## config.mk

```make
export PLATFORM = sky130hd
export DESIGN_NAME = hostcmd_ctrl
export DESIGN_NICKNAME = d
export VERILOG_FILES = /design/src/rtl/hc_pkg.sv /design/src/rtl/hc_time_snap.sv /design/src/rtl/hc_cmd_fsm.sv /design/src/rtl/hc_regbank.sv /design/src/rtl/hostcmd_ctrl.sv
export SDC_FILE = /design/constraint.sdc
export NUM_CORES = 1
export LEC_CHECK = 0
export CAP_MARGIN = 15
export CORE_ASPECT_RATIO = 0.9
export CORE_MARGIN = 3
export CORE_UTILIZATION = 46
export DETAILED_ROUTE_END_ITERATION = 12
export DONT_BUFFER_PORTS = 1
export PLACE_DENSITY_LB_ADDON = 0.05
export SYNTH_ARGS = -nofsm -noshare
export SYNTH_HDL_FRONTEND = slang
export SYNTH_SLANG_ARGS = --single-unit
export TNS_END_PERCENT = 5
```

## constraint.sdc

```tcl
create_clock -name clk -period 2.42 [get_ports clk]
set_clock_uncertainty 0.15 [all_clocks]
set_input_delay 0.121 -clock clk [delete_from_list [all_inputs] [get_ports clk]]
set_output_delay 0.121 -clock clk [all_outputs]
set_load 0.02 [all_outputs]
```

## src/rtl/hc_pkg.sv

```systemverilog
package hc_pkg;

  localparam int DW      = 16;
  localparam int AW      = 4;
  localparam int CW      = 2 * DW;
  localparam int OPW     = 8;
  localparam int TW      = 2 * DW;
  localparam int NHALF   = CW / DW;

  localparam logic [AW-1:0] A_CMD_LO  = 4'd0;
  localparam logic [AW-1:0] A_CMD_HI  = 4'd1;
  localparam logic [AW-1:0] A_STATUS  = 4'd2;
  localparam logic [AW-1:0] A_DIV     = 4'd3;
  localparam logic [AW-1:0] A_MASK    = 4'd4;
  localparam logic [AW-1:0] A_TIME_LO = 4'd5;
  localparam logic [AW-1:0] A_TIME_HI = 4'd6;
  localparam logic [AW-1:0] A_RSP_LO  = 4'd7;
  localparam logic [AW-1:0] A_RSP_HI  = 4'd8;

  localparam int ST_EN   = 0;
  localparam int ST_FLAG = 2;
  localparam int ST_ERR  = 3;
  localparam int MK_SRC  = 1;

  localparam logic [OPW-1:0] OP_EN     = 8'h01;
  localparam logic [OPW-1:0] OP_DIS    = 8'h02;
  localparam logic [OPW-1:0] OP_RD_ST  = 8'h03;
  localparam logic [OPW-1:0] OP_RD_DIV = 8'h04;
  localparam logic [OPW-1:0] OP_SET_DV = 8'h05;
  localparam logic [OPW-1:0] OP_RD_TM  = 8'h06;

  typedef enum logic {S_IDLE, S_END} eng_state_e;

  typedef struct packed {
    logic          set_en;
    logic          clr_en;
    logic          ld_div;
    logic [DW-1:0] div_val;
    logic          ld_rsp;
    logic [DW-1:0] rsp_hi;
    logic [DW-1:0] rsp_lo;
    logic          set_err;
    logic          clr_err;
  } act_t;

  function automatic logic word_ok(input logic [CW-1:0] w);
    logic [OPW-1:0] op;
    op = w[CW-1 -: OPW];
    return (w[CW-OPW-1 -: OPW] == '0) && (op >= OP_EN) && (op <= OP_RD_TM);
  endfunction

endpackage

```

## src/rtl/hc_time_snap.sv

```systemverilog
module hc_time_snap
  import hc_pkg::*;
(
  input  logic          clk,
  input  logic          rst_n,
  input  logic          pps_tick,
  input  logic [TW-1:0] gps_time,
  output logic [DW-1:0] snap_hi,
  output logic [DW-1:0] snap_lo
);

  logic [TW-1:0] snap_q;

  always_ff @(posedge clk) begin
    if (!rst_n) begin
      snap_q <= '0;
    end else if (pps_tick) begin
      snap_q <= gps_time;
    end
  end

  assign snap_hi = snap_q[TW-1 -: DW];
  assign snap_lo = snap_q[DW-1:0];

endmodule

```

## src/rtl/hc_cmd_fsm.sv

```systemverilog
module hc_cmd_fsm
  import hc_pkg::*;
(
  input  logic          clk,
  input  logic          rst_n,
  input  logic          cmd_flag,
  input  logic [CW-1:0] cmd_word,
  input  logic [DW-1:0] status_q,
  input  logic [DW-1:0] div_q,
  input  logic [DW-1:0] snap_hi,
  input  logic [DW-1:0] snap_lo,
  output act_t          act,
  output logic          exec,
  output logic          flag_clr,
  output eng_state_e    state_o
);

  eng_state_e     state_q, state_d;
  logic [OPW-1:0] opcode;
  logic [DW-1:0]  operand;

  assign opcode  = cmd_word[CW-1 -: OPW];
  assign operand = cmd_word[DW-1:0];
  assign state_o = state_q;

  always_comb begin
    act      = '0;
    exec     = 1'b0;
    flag_clr = 1'b0;
    state_d  = state_q;
    unique case (state_q)
      S_IDLE: begin
        if (cmd_flag) begin
          exec    = 1'b1;
          state_d = S_END;
          if (!word_ok(cmd_word)) begin
            act.set_err = 1'b1;
          end else begin
            act.clr_err = 1'b1;
            case (opcode)
              OP_EN:     act.set_en = 1'b1;
              OP_DIS:    act.clr_en = 1'b1;
              OP_RD_ST: begin
                act.ld_rsp = 1'b1;
                act.rsp_lo = status_q;
              end
              OP_RD_DIV: begin
                act.ld_rsp = 1'b1;
                act.rsp_lo = div_q;
              end
              OP_SET_DV: begin
                act.ld_div  = 1'b1;
                act.div_val = operand;
              end
              OP_RD_TM: begin
                act.ld_rsp = 1'b1;
                act.rsp_hi = snap_hi;
                act.rsp_lo = snap_lo;
              end
              default: act.set_err = 1'b1;
            endcase
          end
        end
      end
      S_END: begin
        flag_clr = 1'b1;
        state_d  = S_IDLE;
      end
      default: state_d = S_IDLE;
    endcase
  end

  always_ff @(posedge clk) begin
    if (!rst_n) state_q <= S_IDLE;
    else        state_q <= state_d;
  end

endmodule

```

## src/rtl/hc_regbank.sv

```systemverilog
module hc_regbank
  import hc_pkg::*;
#(
  parameter logic [DW-1:0] DIV_RESET = 16'd1000
) (
  input  logic          clk,
  input  logic          rst_n,
  input  logic          wr_fire,
  input  logic [AW-1:0] wr_addr,
  input  logic [DW-1:0] wr_data,
  input  logic          rd_fire,
  input  logic [AW-1:0] rd_addr,
  input  logic          irq_event,
  input  act_t          act,
  input  logic          flag_clr,
  input  logic [DW-1:0] snap_hi,
  input  logic [DW-1:0] snap_lo,
  output logic          rd_valid,
  output logic [DW-1:0] rd_data,
  output logic [DW-1:0] status_q,
  output logic [CW-1:0] cmd_word,
  output logic [DW-1:0] div_q,
  output logic          en_q,
  output logic          flag_q,
  output logic          src_q
);

  logic          err_q;
  logic [DW-1:0] rsp_hi_q, rsp_lo_q;
  logic [DW-1:0] mask_rd;
  logic [DW-1:0] rd_mux;
  logic [DW-1:0] cmd_half [NHALF];

  always_comb begin
    status_q          = '0;
    status_q[ST_EN]   = en_q;
    status_q[ST_FLAG] = flag_q;
    status_q[ST_ERR]  = err_q;
    mask_rd           = '0;
    mask_rd[MK_SRC]   = src_q;
  end

  for (genvar g = 0; g < NHALF; g++) begin : g_cmd
    logic hit;
    assign hit = wr_fire && (wr_addr == A_CMD_LO + AW'(g)) && !flag_q;
    always_ff @(posedge clk) begin
      if (!rst_n)   cmd_half[g] <= '0;
      else if (hit) cmd_half[g] <= wr_data;
    end
    assign cmd_word[g*DW +: DW] = cmd_half[g];
  end

  always_comb begin
    case (rd_addr)
      A_CMD_LO:  rd_mux = cmd_half[0];
      A_CMD_HI:  rd_mux = cmd_half[NHALF-1];
      A_STATUS:  rd_mux = status_q;
      A_DIV:     rd_mux = div_q;
      A_MASK:    rd_mux = mask_rd;
      A_TIME_LO: rd_mux = snap_lo;
      A_TIME_HI: rd_mux = snap_hi;
      A_RSP_LO:  rd_mux = rsp_lo_q;
      A_RSP_HI:  rd_mux = rsp_hi_q;
      default:   rd_mux = '0;
    endcase
  end

  always_ff @(posedge clk) begin
    if (!rst_n) begin
      rd_valid <= 1'b0;
      rd_data  <= '0;
      flag_q   <= 1'b0;
      err_q    <= 1'b0;
      en_q     <= 1'b0;
      div_q    <= DIV_RESET;
      rsp_hi_q <= '0;
      rsp_lo_q <= '0;
      src_q    <= 1'b0;
    end else begin
      rd_valid <= rd_fire;
      rd_data  <= rd_fire ? rd_mux : '0;

      if (flag_clr)
        flag_q <= 1'b0;
      else if (wr_fire && wr_addr == A_STATUS && wr_data[ST_FLAG])
        flag_q <= 1'b1;

      if (act.set_err)      err_q <= 1'b1;
      else if (act.clr_err) err_q <= 1'b0;

      if (act.set_en)      en_q <= 1'b1;
      else if (act.clr_en) en_q <= 1'b0;

      if (act.ld_div)
        div_q <= act.div_val;
      else if (wr_fire && wr_addr == A_DIV)
        div_q <= wr_data;

      if (act.ld_rsp) begin
        rsp_hi_q <= act.rsp_hi;
        rsp_lo_q <= act.rsp_lo;
      end

      if (irq_event)
        src_q <= 1'b1;
      else if (wr_fire && wr_addr == A_MASK && wr_data[MK_SRC])
        src_q <= 1'b0;
    end
  end

endmodule

```

## src/rtl/hostcmd_ctrl.sv

```systemverilog
module hostcmd_ctrl
  import hc_pkg::*;
#(
  parameter logic [DW-1:0] DIV_RESET = 16'd1000
) (
  input  logic          clk,
  input  logic          rst_n,
  input  logic          wr_valid,
  output logic          wr_ready,
  input  logic [AW-1:0] wr_addr,
  input  logic [DW-1:0] wr_data,
  input  logic          rd_req_valid,
  output logic          rd_req_ready,
  input  logic [AW-1:0] rd_addr,
  output logic          rd_valid,
  output logic [DW-1:0] rd_data,
  input  logic          irq_event,
  input  logic          pps_tick,
  input  logic [TW-1:0] gps_time,
  output logic          irq_enable,
  output logic [DW-1:0] divider
);

  logic          cmd_flag, src_flag, exec, flag_clr;
  logic [CW-1:0] cmd_word;
  logic [DW-1:0] status_q, snap_hi, snap_lo;
  act_t          act;
  eng_state_e    eng_state;

  assign wr_ready     = 1'b1;
  assign rd_req_ready = 1'b1;

  hc_time_snap u_snap (
    .clk      (clk),
    .rst_n    (rst_n),
    .pps_tick (pps_tick),
    .gps_time (gps_time),
    .snap_hi  (snap_hi),
    .snap_lo  (snap_lo)
  );

  hc_cmd_fsm u_fsm (
    .clk      (clk),
    .rst_n    (rst_n),
    .cmd_flag (cmd_flag),
    .cmd_word (cmd_word),
    .status_q (status_q),
    .div_q    (divider),
    .snap_hi  (snap_hi),
    .snap_lo  (snap_lo),
    .act      (act),
    .exec     (exec),
    .flag_clr (flag_clr),
    .state_o  (eng_state)
  );

  hc_regbank #(.DIV_RESET(DIV_RESET)) u_regs (
    .clk       (clk),
    .rst_n     (rst_n),
    .wr_fire   (wr_valid && wr_ready),
    .wr_addr   (wr_addr),
    .wr_data   (wr_data),
    .rd_fire   (rd_req_valid && rd_req_ready),
    .rd_addr   (rd_addr),
    .irq_event (irq_event),
    .act       (act),
    .flag_clr  (flag_clr),
    .snap_hi   (snap_hi),
    .snap_lo   (snap_lo),
    .rd_valid  (rd_valid),
    .rd_data   (rd_data),
    .status_q  (status_q),
    .cmd_word  (cmd_word),
    .div_q     (divider),
    .en_q      (irq_enable),
    .flag_q    (cmd_flag),
    .src_q     (src_flag)
  );

endmodule

```

==> out/results.txt, run 1 <==
Non-Filler Instances -> 873
Sw power -> 1270 µW
FILL cells -> 1058
DP Wirelength -> 12500 µm
Sequential area share after synthesis -> 0.496
Initial antenna violation count -> 0
Routed wire length -> 19100 µm
Most frequent cells in the layout -> 102 x dfxtp_1, 95 x dlygate4sd3_1, 78 x mux2i_1
GRT Total Usage -> 0.273
CP Class -> reg -> reg
Largest net degree at the start of global routing -> 51
Area occupied by multi-input gates -> 2850 µm²
Hold Crit Class -> in -> reg
Pleak -> 0.00291 µW
H-tree lvl count -> 4
Starting Density -> 0.474
Least-Margin Pin Slew -> 727 ps
Core footprint -> 12800 µm²
Synth top area share -> 0.337
Crit path DAT -> 2480 ps
Num CTS Buffers -> 17
Hold-critical path depth -> 4
Clock sinks -> 134
Critical Path End Type -> flop
Post-CTS setup buffer count -> 0
Int Power -> 4320 µW
Clock root buffer -> clkbuf_16
# IOs -> 98
Placed Area -> 6240 µm²
Sequential Area -> 3000 µm²
RSZ-0062 raised after global routing -> false
WL per Instance -> 21.9 µm
Syn_area_per_cell -> 10.0 µm²
RR Startpoint -> u_regs.cmd_half[1][2]$_SDFFCE_PN0P_
Worst-skew pair later-pin latency -> 420 ps
Final Cycle Share -> 0.961
Final Wtd Congestion -> 0.880
Register bit total from synthesis -> 134
Mapped cell area -> 6060 µm²
Die area -> 14600 µm²
Ys flop type -> dfxtp_1
Most common cell after layout, fill and taps aside -> dfxtp_1
RR Endpoint -> u_regs.div_q[14]$_SDFFE_PN0P_
Hold Vio Cnt, Final -> 0
Crit-path max FO -> 21
Cells after Synth -> 605
N_diodes -> 0
Combinational share of power -> 0.074
Die Y -> 115 µm
Vias in the first global route -> 5318
Hold path endpoint -> u_regs.rd_data[0]$_SDFF_PN0_
Metal2 WL -> 8420 µm
Ratio of cells with drive above 1 in the final layout -> 0.100
Ys async rst share -> 0
Yosys warns -> 0
Synth-to-layout area growth -> 29.7%
Number of synthesized flops with an enable pin -> 32
Final min period -> 2330 ps
Clock slew at reported path FFs -> 60 ps
Met3 WL -> 1750 µm
Reg-to-reg setup timing slack -> 90 ps
Met1 wire length -> 8690 µm
Worst IR Drop VDD -> 0.538 mV
Via-to-Cell Ratio -> 5.93
Routed Antenna Nets -> 0
Post-route DRC -> 0
Placement Rows -> 39
Area leader, netlist -> dfxtp_1
Rel. slew slack -> 0.513
Hold Crit Start -> rd_addr[0]
Total grt overflow -> 0
Switching share of power -> 0.226
Sequential share of power -> 0.442
DRT iter0 DRCs -> 505
Status -> finished, final reports clean
Critical Path Source Type -> flop
Slew Limit Fails -> 0
Final instance area -> 7860 µm²
Dpl cells -> 744
First-pass GRT wire length -> 30400 µm
Max cap viols -> 0
Port bufs -> 0
Top layer in use -> met4
Worst path required time -> 2580 ps
Die Wd -> 127 µm
Nets -> 758
Clock tree buffer depth -> 2
DR pass1 iterations -> 6
Post-synth cell types -> 46
Setup TNS -> 0 ps
Power Dens Cells -> 711 nW/µm²
DR vias -> 5177
Top cells by area, synth -> dfxtp_1 34%, edfxtp_1 16%, mux2i_1 13%, nand2_1 4.0%, a22oi_1 3.6%
R2R depth -> 5
# setup viols final -> 0
CTS tree -> yes
Clock share of power -> 0.484
Fmax -> 430 MHz
[layer usage]
metal,global-route usage,up-vias
met5,0,-
met4,0.0836,0
met3,0.0804,17
met2,0.412,261
met1,0.380,2488
li1,-,2411
[worst max path at each step]
stage,from,to,cells past startpoint
6_report,u_regs.cmd_half[1][2]$_SDFFCE_PN0P_,u_regs.div_q[14]$_SDFFE_PN0P_,5
5_1_grt,u_regs.cmd_half[1][15]$_SDFFCE_PN0P_,u_regs.div_q[14]$_SDFFE_PN0P_,5
4_1_cts,u_regs.cmd_half[1][12]$_SDFFCE_PN0P_,u_regs.div_q[14]$_SDFFE_PN0P_,5
3_5_place_dp,u_regs.cmd_half[1][12]$_SDFFCE_PN0P_,u_regs.rsp_hi_q[7]$_SDFFE_PN0P_,5
3_3_place_gp,u_regs.cmd_half[1][12]$_SDFFCE_PN0P_,u_regs.en_q$_SDFFE_PN0P_,5
2_1_floorplan,u_regs.cmd_half[1][15]$_SDFFCE_PN0P_,u_regs.rsp_lo_q[14]$_SDFFE_PN0P_,5
[logic make-up after synthesis]
family | Yosys count | share of synthesized area
flip-flops | 134 | 0.496
multiplexers | 81 | 0.134
other | 1 | 0.000619
AND/OR/NAND/NOR | 213 | 0.195
buffers and inverters | 51 | 0.0384
AO/OA/AOI/OAI | 125 | 0.136
[cell usage after synthesis (all sizes together), types with 4 or more instances]
| cell type | count |
|---|---|
| dfxtp | 102 |
| mux2i | 78 |
| nand2 | 64 |
| nor2 | 49 |
| and2 | 34 |
| edfxtp | 32 |
| a22oi | 29 |
| clkbuf | 27 |
| o21ai | 26 |
| a21oi | 24 |
| buf | 23 |
| a31oi | 17 |
| a222oi | 16 |
| or4 | 14 |
| nor4 | 7 |
| and3 | 6 |
| nand3 | 6 |
| nand3b | 6 |
| nor3 | 6 |
| a21boi | 4 |
| nand2b | 4 |
| o22ai | 4 |
[metrics by stage]
step	utilization	hold slack, ps	worst slack (ps)	power, µW
6_report	0.615	9.35	93.4	5590
5_1_grt	0.615	28.5	22.6	5780
4_1_cts	0.614	2.08	66.3	5630
3_5_place_dp	0.488	102	273	2750
3_3_place_gp	0.488	94.7	323	2740
2_1_floorplan	-	88.4	545	2680
[timing repair]
item / in CTS / in global routing
setup endpoints to repair: 0 / 2
endpoints found under the hold margin: 125 / 0
hold buffers: 97 / 0
gates resized for setup: 0 / 3
[power by group through the flow]
stage	logic [µW]	clock network [µW]	registers (µW)
final	413	2700	2470
after global routing	453	2840	2480
after CTS	405	2750	2470
after detailed placement	233	0	2520
after global placement	228	0	2510
after floorplan	219	0	2470
[worst max-delay path, stage by stage, from the launching register on]
cell,delay [ps]
edfxtp_1,430
nor4b_4,400
nand4_4,340
o21ai_0,280
a21oi_1,60
dlygate4sd3_1,550
[cell type report]
type                            count  share of cell area
Sequential cell                   134               0.382
Multi-Input combinational cell    421               0.362
Timing Repair Buffer              121               0.150
Clock buffer                       20              0.0608
Tap cell                          164              0.0261
Clock inverter                     12              0.0189
Inverter                            1            0.000478
[flip-flops by register name, summed over array words and instances, names as in the netlist]
name / flops
u_regs.div_q: 16
u_fsm.state_o: 1
u_snap.snap_q: 32
u_regs.src_q: 1
u_regs.cmd_half: 32
u_regs.err_q: 1
u_regs.en_q: 1
u_regs.rd_valid: 1
u_regs.rsp_hi_q: 16
u_regs.rd_data: 16
u_regs.rsp_lo_q: 16
u_regs.flag_q: 1
No activity file was read; power rests on OpenSTA's default activity.
==> inputs of run 2 (changes only) <==
--- a/config.mk
+++ b/config.mk
@@ -14,5 +14,6 @@
 export PLACE_DENSITY_LB_ADDON = 0.05
 export SYNTH_ARGS = -nofsm -noshare
 export SYNTH_HDL_FRONTEND = slang
+export SYNTH_HIERARCHICAL = 1
 export SYNTH_SLANG_ARGS = --single-unit
 export TNS_END_PERCENT = 5
==> run 2 against run 1 <==
  * Die area rose by 17%
  * Cell area rose by 19%
  * Total power grew 1.4%
  * Flip-flop and latch count unchanged
  * Sequential power about the same
  * Wire length up 25%
  * Global-route usage increased by 1.1 points
  * Hold slack improved by 20 ps
  * Sequential share of layout area shrank 6.1 points
  * Register-to-register slack got worse by 20 ps
  * Synthesized area rose by 18%
  * Highest routed layer unchanged
==> out/results.txt, run 2 <==
Die Y -> 124 µm
R2R depth -> 7
H-tree lvl count -> 4
Mapped cell area -> 7180 µm²
Clock sinks -> 134
Routed Antenna Nets -> 0
Clock root buffer -> clkbuf_16
Synth-to-layout area growth -> 30.4%
Die Wd -> 138 µm
Least-Margin Pin Slew -> 1140 ps
CTS tree -> yes
Yosys warns -> 6
Final Cycle Share -> 0.970
Clock tree buffer depth -> 2
Crit-path max FO -> 26
Core footprint -> 15000 µm²
Status -> finished, final reports clean
Sequential share of power -> 0.434
Most frequent cells in the layout -> 144 x dlygate4sd3_1, 102 x dfxtp_1, 69 x mux2i_1
Syn_area_per_cell -> 9.70 µm²
Clock slew at reported path FFs -> 60 ps
Post-route DRC -> 0
Total grt overflow -> 0
# IOs -> 98
GRT Total Usage -> 0.284
Non-Filler Instances -> 1078
Max cap viols -> 0
Sw power -> 1350 µW
WL per Instance -> 22.2 µm
DR vias -> 6215
Cells after Synth -> 740
CP Class -> reg -> reg
Largest registers -> u_regs/cmd_half (32), u_snap/snap_q (32)
Pre-CTS WS -> 36.7 ps
Critical Path Source Type -> flop
Crit path DAT -> 2470 ps
Clock share of power -> 0.467
Fmax -> 426 MHz
DP Wirelength -> 15000 µm
Ratio of cells with drive above 1 in the final layout -> 0.117
Port bufs -> 0
Initial antenna violation count -> 0
Hold slack -> 29.7 ps
Hold Crit Class -> in -> reg
Placed Area -> 7240 µm²
Hold-critical path depth -> 3
Num CTS Buffers -> 17
Final Wtd Congestion -> 0.863
First-pass GRT wire length -> 36800 µm
Worst IR Drop VDD -> 0.477 mV
Placement Rows -> 42
Via-to-Cell Ratio -> 5.77
Switching share of power -> 0.238
Setup TNS -> 0 ps
Worst path required time -> 2550 ps
Hold Vio Cnt, Final -> 0
Final instance area -> 9360 µm²
DR pass1 iterations -> 5
Fin worst setup slack -> 72.7 ps
Power Dens Cells -> 605 nW/µm²
Die area -> 17100 µm²
RSZ-0062 raised after global routing -> false
Final min period -> 2350 ps
N_diodes -> 0
Starting Density -> 0.479
Critical Path End Type -> flop
Nets -> 929
Combinational share of power -> 0.099
Largest net degree at the start of global routing -> 48
Most common cell after layout, fill and taps aside -> dlygate4sd3_1
Worst-skew pair later-pin latency -> 430 ps
Int Power -> 4310 µW
Dpl cells -> 899
Slew Limit Fails -> 0
Routed wire length -> 23900 µm
Rel. slew slack -> 0.243
Post-CTS setup buffer count -> 0
Vias in the first global route -> 6201
# setup viols final -> 0
DRT iter0 DRCs -> 637
Pleak -> 0.00349 µW
==> run 2: worst paths after layout <==
| check | start | to | slack [ps] |
|---|---|---|---|
| worst min register to register | u_fsm/state_o$_SDFF_PN0_ | u_regs/flag_q$_SDFFE_PP0P_ | 320 |
| worst max register to register | u_regs/cmd_half[1][1]$_SDFFCE_PN0P_ | u_regs/div_q[8]$_SDFFE_PN1P_ | 70 |
| worst min-delay path | rd_addr[2] | u_regs/rd_data[10]$_SDFF_PN0_ | 30 |
| worst max-delay path | u_regs/cmd_half[1][1]$_SDFFCE_PN0P_ | u_regs/div_q[8]$_SDFFE_PN1P_ | 70 |
==> run 2: cell type report <==
cell class	instances	area, µm²
fillers	1243	5620
multi-input cells	533	3740
inverters	9	33.8
flip-flops and latches	134	3000
clock inverters	11	119
well taps	198	248
clock buffers	21	483
repair buffers	172	1740
==> run 2: power by group through the flow <==
stage | Sequential, µW | Combinational [µW] | Clock (µW)
final | 2460 | 562 | 2650
after global routing | 2460 | 600 | 2770
after CTS | 2460 | 545 | 2680
after detailed placement | 2500 | 298 | 0
after global placement | 2500 | 295 | 0
after floorplan | 2450 | 320 | 0
==> run 2: metrics by stage <==
step           utilization  power, µW
2_1_floorplan            -       2770
3_3_place_gp         0.483       2800
3_5_place_dp         0.483       2800
4_1_cts              0.623       5680
5_1_grt              0.625       5840
6_report             0.625       5670
==> run 2: routing by layer <==
metal,wire [µm],part of all wire,up-vias,global-route usage
met5,0,0,-,0
met4,677,0.028,0,0.110
met3,1700,0.071,39,0.0626
met2,10800,0.45,273,0.429
met1,10700,0.45,3016,0.392
li1,-,-,2887,-
==> run 2: timing repair <==
| action | CTS | global route |
|---|---|---|
| hold endpoints to repair | 132 | 0 |
| endpoints found under the setup margin | 0 | 31 |
| hold buffers | 147 | 0 |
| gates resized for setup | 0 | 4 |
==> run 2: critical path, stage by stage (launching register included) <==
cell and delay (ps):
edfxtp_1 490, nor4_2 320, nand4_1 270, nor4_4 370, inv_1 120, buf_12 170, nor3_1 220, a31oi_1 80
